==> src/rtl/lsh_pkg.sv <==
package lsh_pkg;

    typedef enum logic [1:0] {
        FK_ROTATE    = 2'd0,
        FK_ZERO_LOW  = 2'd1,
        FK_SIGN_HIGH = 2'd2
    } fill_kind_e;

    function automatic fill_kind_e pick_fill(input logic wrap, input logic dir);
        if (wrap)
            return FK_ROTATE;
        else if (dir)
            return FK_SIGN_HIGH;
        else
            return FK_ZERO_LOW;
    endfunction

endpackage

==> src/rtl/bns_lead_enc.sv <==
module bns_lead_enc #(
    parameter int W  = 32,
    parameter int CW = $clog2(W)
) (
    input  logic [W-1:0]  data,
    input  logic          sign,
    output logic [CW-1:0] count
);
    logic [W-1:0] folded;

    assign folded = data ^ {W{sign}};

    // scan upward; the highest differing bit writes last and wins
    always_comb begin
        count = CW'(W - 1);
        for (int i = 0; i < W; i++) begin
            if (folded[i])
                count = CW'(W - 1 - i);
        end
    end
endmodule

==> src/rtl/bns_shift_array.sv <==
module bns_shift_array
    import lsh_pkg::*;
#(
    parameter int W  = 32,
    parameter int CW = $clog2(W)
) (
    input  logic [W-1:0]  data,
    input  logic [CW-1:0] amt,
    input  fill_kind_e    kind,
    input  logic          sign,
    output logic [W-1:0]  word
);
    logic [CW:0][W-1:0] stage;
    logic [W-1:0]       below;

    assign stage[0] = data;

    // logarithmic left rotator, one stage per code bit
    for (genvar s = 0; s < CW; s++) begin : g_rot
        localparam int K = 1 << s;
        assign stage[s+1] = amt[s] ? {stage[s][W-1-K:0], stage[s][W-1 -: K]}
                                   : stage[s];
    end

    // thermometer: positions under the shift amount
    for (genvar i = 0; i < W; i++) begin : g_mask
        assign below[i] = amt > CW'(i);
    end

    for (genvar i = 0; i < W; i++) begin : g_fill
        always_comb begin
            unique case (kind)
                FK_ROTATE:    word[i] = stage[CW][i];
                FK_ZERO_LOW:  word[i] = below[i] ? 1'b0 : stage[CW][i];
                FK_SIGN_HIGH: word[i] = below[i] ? stage[CW][i] : sign;
                default:      word[i] = stage[CW][i];
            endcase
        end
    end
endmodule

==> src/rtl/bns_half_sel.sv <==
module bns_half_sel #(
    parameter int W = 32,
    parameter int H = W / 2
) (
    input  logic [W-1:0] word,
    input  logic         upper,
    output logic [H-1:0] half
);
    assign half = upper ? word[W-1 -: H] : word[H-1:0];
endmodule

==> src/rtl/barrel_normalizer.sv <==
module barrel_normalizer
    import lsh_pkg::*;
#(
    parameter int DATA_W = 32,
    parameter int CODE_W = $clog2(DATA_W),
    parameter int HALF_W = DATA_W / 2
) (
    input  logic [DATA_W-1:0] data_in,
    input  logic              sign_in,
    input  logic [CODE_W-1:0] shift_code,
    input  logic              dir_right,
    input  logic              wrap_mode,
    input  logic              norm_en,
    input  logic              upper_half,
    input  logic              oe_n,
    output logic [HALF_W-1:0] y_out,
    output logic              y_valid,
    output logic [CODE_W-1:0] lead_code
);
    logic [CODE_W-1:0] eff_code;
    logic [DATA_W-1:0] shift_word;
    logic [HALF_W-1:0] half_word;
    fill_kind_e        kind;

    bns_lead_enc #(.W(DATA_W), .CW(CODE_W)) u_enc (
        .data  (data_in),
        .sign  (sign_in),
        .count (lead_code)
    );

    assign eff_code = norm_en ? lead_code : shift_code;
    assign kind     = pick_fill(wrap_mode, dir_right);

    bns_shift_array #(.W(DATA_W), .CW(CODE_W)) u_arr (
        .data (data_in),
        .amt  (eff_code),
        .kind (kind),
        .sign (sign_in),
        .word (shift_word)
    );

    bns_half_sel #(.W(DATA_W), .H(HALF_W)) u_half (
        .word  (shift_word),
        .upper (upper_half),
        .half  (half_word)
    );

    assign y_valid = ~oe_n;
    assign y_out   = oe_n ? '0 : half_word;
endmodule

==> config.mk <==
export PLATFORM = sky130hd
export DESIGN_NAME = barrel_normalizer
export DESIGN_NICKNAME = d
export VERILOG_FILES = /design/src/rtl/lsh_pkg.sv /design/src/rtl/bns_lead_enc.sv /design/src/rtl/bns_shift_array.sv /design/src/rtl/bns_half_sel.sv /design/src/rtl/barrel_normalizer.sv
export SDC_FILE = /design/constraint.sdc
export NUM_CORES = 1
export LEC_CHECK = 0
export BUFFER_PORTS_ARGS = -buffer_cell sky130_fd_sc_hd__buf_2
export CAP_MARGIN = 10
export CORE_MARGIN = 5
export CORE_UTILIZATION = 56
export DETAILED_ROUTE_END_ITERATION = 8
export PLACE_DENSITY = 0.82
export SYNTH_ARGS = -nofsm -noshare
export SYNTH_HDL_FRONTEND = slang
export SYNTH_HIERARCHICAL = 1
export SYNTH_SLANG_ARGS = --single-unit
==> constraint.sdc <==
create_clock -name vclk -period 7.21
set_input_delay 0.721 -clock vclk [all_inputs]
set_output_delay 0.721 -clock vclk [all_outputs]
set_load 0.005 [all_outputs]
==> impl_metrics.tcl, run 1 <==
set metrics [dict create \
    status "finished clean" \
    most_area_hungry_cell_type_in_the_yosys_netlist "mux4_2" \
    vias_per_cell 7.46 \
    placedInstanceArea_um2 4310 \
    setup_violations 0 \
    cts_resized 0 \
    final_max_tran_viols 0 \
    syn_to_final_growth_pct 6.46 \
    dpl.hpwl_um 10200 \
    die-height_um 95.0 \
    seq_cell_count 0 \
    synth_largest_type_area_fraction 0.200 \
    worst-setup-path-type "input pin to output port" \
    number_of_iterations_in_the_first_detailed_routing_pass 6 \
    drt_iter0_drc 579 \
    buffer_ports.inserted 65 \
    num-clock-buffers 0 \
    gpl_wtd_cong 0.998 \
    design.portCount 65 \
    grt_pass1_vias 4252 \
    share_of_final_layout_standard_cells_stronger_than_drive_strength_1 0.310 \
    yosysUniqueCellTypes 67 \
    number_of_filler_instances_in_the_final_layout 675 \
    grt_start_max_net_pins 47 \
    vias 4836 \
    syn_inst 522 \
    seq_area_frac_synth 0 \
    multi_input_gate_area_in_the_final_layout_um2 3740 \
    power_mw 0.430 \
    postCtsSetupRepairBufs 0 \
    placeableCoreArea_um2 7140 \
    ir_drop_mv 0.0565 \
    yosys_warnings 6 \
    antenna_found_initial 0 \
    crit_path_max_fanout 33 \
    fp-row-count 31 \
    num_antenna_cells 0 \
    critical_path_arrival_ns 5.32 \
    synth_fp_nets 567 \
    stdcell_area_um2 4310 \
    die_w_um 95.0 \
    grt.overflow.total 0 \
    fin_nets 596 \
    max_cap_violations 0 \
    highest_layer "met4" \
    leakagePower_nw 1.66 \
    max_slew_headroom 0.324 \
    antenna_left 0 \
    start_util 0.567 \
    wl_met1_um 5180 \
    cp-start-kind "input pin" \
    grt_first_pass_wirelength_um 21900 \
    worstSetupEndpointType "output port" \
    grt_setup_unrepaired "no" \
    cellPowerDensity_nw_per_um2 99.7 \
    worstMarginPinSlew_ns 1.01 \
    final-hold-violation-count 0 \
    detail_route.drc_violations 0 \
    period_minus_slack_ns 6.04 \
    timing.setup.tns_ns 0 \
    routedWlPerCell_um 21.5 \
    groute.usage.overall 0.302 \
    fmax_ghz 0.166 \
    commonest_cells_after_routing_fill_and_taps_aside "buf_2 (65), nand2_1 (47), nor2_1 (41), o21ai_0 (38), mux4_2 (36)" \
    die_area_um2 9030 \
    worst_ep_required_time_ns 6.49 \
    post_synthesis_cell_area_um2 4050 \
    cts_hold_repair_buffers 0 \
    seq_area_um2 0 \
    dr_wl_met2_um 6530 \
    syn_avg_cell_area_um2 7.76 \
    worstHoldPathType "input pin to output port" \
    layout.cells.most_common "buf_2" \
    met3RoutedLength_um 1680 \
    fin_crit_sh 0.838 \
    drt_wl_total_um 14000 \
    synthTopCellsByArea "mux4_2 (20%), mux2_2 (9.7%), mux2i_1 (5.9%), o21ai_0 (4.7%), nand2_1 (4.4%)" \
]
[through the flow]
stage	utilization	hold slack, ns	std cells	worst slack (ns)
2_1_floorplan	-	1.47	522	2.55
3_3_place_gp	0.604	1.83	648	1.27
3_5_place_dp	0.604	1.84	648	1.20
4_1_cts	0.604	1.84	648	1.20
5_1_grt	0.604	1.87	648	0.914
6_report	0.604	1.83	648	1.17
[power by group]
part           switching (mW)  internal (mW)
clock                       0              0
combinational           0.231          0.199
sequential                  0              0
[path summary, 6_finish.rpt]
| kind | start | to | slack (ns) | cells after the start |
|---|---|---|---|---|
| worst max-delay path | sign_in | y_out[9] | 1.17 | 15 |
| worst min-delay path | oe_n | y_valid | 1.83 | 3 |
[cells in the mapped netlist, types with 11 or more instances]
| library cell | instances |
|---|---|
| clkbuf_1 | 20 |
| nand2_1 | 47 |
| mux2i_1 | 24 |
| o21ai_0 | 38 |
| a21oi_1 | 26 |
| o221ai_1 | 12 |
| nand3_1 | 18 |
| mux4_2 | 36 |
| mux2_4 | 11 |
| nor2_1 | 41 |
| o22ai_1 | 20 |
| inv_1 | 13 |
| nor2b_1 | 22 |
| mux2_2 | 35 |
[cells by family after synthesis]
kind of cell             share of synthesized area
buffers and inverters                       0.0769
AND/OR/NAND/NOR                              0.208
multiplexers                                 0.411
adder cells (fa/ha/maj)                    0.00618
AO/OA/AOI/OAI                                0.298
[worst max-delay path, stage by stage]
cell and delay [ns]:
buf_2 0.28, or3_1 0.45, a21o_1 0.17, a32oi_1 0.18, o21ai_0 0.12, a21oi_1 0.18, mux2_2 0.73, buf_4 0.41
mux4_2 0.57, mux2_4 0.31, mux4_2 0.49, a22o_1 0.21, mux2_4 0.25, nor2b_1 0.12, buf_2 0.13
[per-layer routing]
layer	global-route usage	vias to the layer above
met3	0.0245	67
met5	0	-
met1	0.417	2251
li1	-	2128
met2	0.503	390
met4	0.0962	0
[area by class of cell]
| type | instances | area share |
|---|---|---|
| Timing Repair Buffer | 74 | 0.0911 |
| Multi-Input combinational cell | 460 | 0.867 |
| Inverter | 15 | 0.0131 |
| Tap cell | 99 | 0.0287 |
No activity file was read; power rests on OpenSTA's default activity.
==> inputs of run 2 (changes only) <==
Settings changed: CORE_UTILIZATION 56 to 55, PLACE_DENSITY 0.82 to 0.84.
Clock period 7.21 ns to 5.09 ns, I/O delays scaled along.
==> impl_metrics.tcl, run 2 (synthesized netlist as in run 1, its figures left out) <==
set metrics [dict create \
    status "finished clean" \
    cts_resized 0 \
    setup_violations 0 \
    grt.overflow.total 0 \
    cp-start-kind "input pin" \
    fp-row-count 31 \
    grt_start_max_net_pins 47 \
    die-height_um 95.8 \
    path_buf_inv 3 \
    layout.core_utilization 0.613 \
    layout.cells.most_common "buf_2" \
    cts_hold_repair_buffers 0 \
    worst_ep_required_time_ns 4.58 \
    die_w_um 95.8 \
    final-hold-violation-count 0 \
    timing.setup.tns_ns 0 \
    die_area_um2 9180 \
    drt_iter0_drc 476 \
    max_cap_violations 0 \
    fmax_ghz 0.204 \
    ir_drop_mv 0.0709 \
    antenna_left 0 \
    number_of_filler_instances_in_the_final_layout 687 \
    leakagePower_nw 1.72 \
    cellPowerDensity_nw_per_um2 142 \
    share_of_final_layout_standard_cells_stronger_than_drive_strength_1 0.324 \
    detail_route.drc_violations 0 \
    critPathSlowestCell "mux4_2" \
    drt_wl_total_um 14300 \
    gpl_wtd_cong 1.02 \
    commonest_cells_after_routing_fill_and_taps_aside "buf_2 (65), nand2_1 (47), nor2_1 (40), o21ai_0 (38), mux4_2 (36)" \
    dpl.hpwl_um 10900 \
    placeableCoreArea_um2 7210 \
    postCtsSetupRepairBufs 0 \
    critical_path_arrival_ns 4.40 \
    max_slew_headroom 0.537 \
    final_max_tran_viols 0 \
    syn_to_final_growth_pct 9.18 \
    timing.hold.worst_path_depth 3 \
    grt_setup_unrepaired "no" \
    vias 4768 \
    worst-setup-path-type "input pin to output port" \
    whs_endpoint "y_valid" \
    crit_path_max_fanout 39 \
    antenna_found_initial 0 \
    timing.hold.worst.start "oe_n" \
    period_minus_slack_ns 4.91 \
    vias_per_cell 7.25 \
    seq_area_um2 0 \
    worstSetupEndpointType "output port" \
    seq_cell_count 0 \
    buffer_ports.inserted 65 \
    cp_cell_sequence "buf_2 > or3_1 > a21o_1 > a32oi_1 > o21ai_0 > a21oi_1 > mux2_2 > buf_12 > mux4_2 > mux2_2 > mux4_2 > a22o_1 > mux2_4 > nor2b_1 > buf_2" \
    fin_crit_sh 0.964 \
    grt_first_pass_wirelength_um 22600 \
    groute.usage.overall 0.309 \
    design.portCount 65 \
    crit_path_max_incr_delay_ns 0.55 \
    fin_nets 606 \
    worstMarginPinSlew_ns 0.695 \
    worstHoldPathType "input pin to output port" \
    routedWlPerCell_um 21.8 \
    num-clock-buffers 0 \
    worst_path_dominant_cell_family "multiplexers" \
    start_util 0.561 \
    grt_pass1_vias 4400 \
    number_of_iterations_in_the_first_detailed_routing_pass 6 \
    num_antenna_cells 0 \
]
run 2: changes by cell type in the layout (fill, tap and decap cells not counted):
cell and change:
buf_12 +2, nor2_1 -1, mux2_2 -1, mux2_4 +1
buf_6 +1, buf_4 +7, nor2_2 +1
run 2: worst max path at each step:
stage / from / endpoint / cells past startpoint
global placement: sign_in / y_out[9] / 15
CTS: sign_in / y_out[9] / 15
floorplan: sign_in / y_out[9] / 13
detailed placement: sign_in / y_out[9] / 15
finish: sign_in / y_out[9] / 15
global route: sign_in / y_out[11] / 15
run 2: final cells by class:
| type | instances | area (um^2) | share of cell area |
|---|---|---|---|
| multi-input combinational | 460 | 3740 | 0.847 |
| inverter | 15 | 56.3 | 0.0127 |
| tap | 99 | 124 | 0.0280 |
| timing repair buffer | 84 | 497 | 0.112 |
run 2: power by group:
group | internal (mW) | total (mW) | switching (mW) | leakage [nW]
sequential | 0 | 0 | 0 | 0
combinational | 0.294 | 0.626 | 0.332 | 1.72
clock | 0 | 0 | 0 | 0
total | 0.294 | 0.626 | 0.332 | 1.72
run 2: stage by stage:
step / setup WS (ns) / cells / instance area [um^2] / power [mW] / hold slack (ns)
floorplan: 0.849 / 522 / 4050 / 0.441 / 1.05
global placement: 0.299 / 658 / 4410 / 0.596 / 1.41
detailed placement: 0.243 / 658 / 4410 / 0.607 / 1.42
CTS: 0.225 / 658 / 4410 / 0.610 / 1.42
global route: 0.0223 / 658 / 4420 / 0.668 / 1.45
finish: 0.182 / 658 / 4420 / 0.626 / 1.41
run 2: routing by layer:
metal	up-vias	track usage	share of wire
li1	2144	-	-
met1	2198	0.407	0.37
met2	375	0.518	0.48
met3	51	0.0336	0.11
met4	0	0.121	0.040
met5	-	0	0
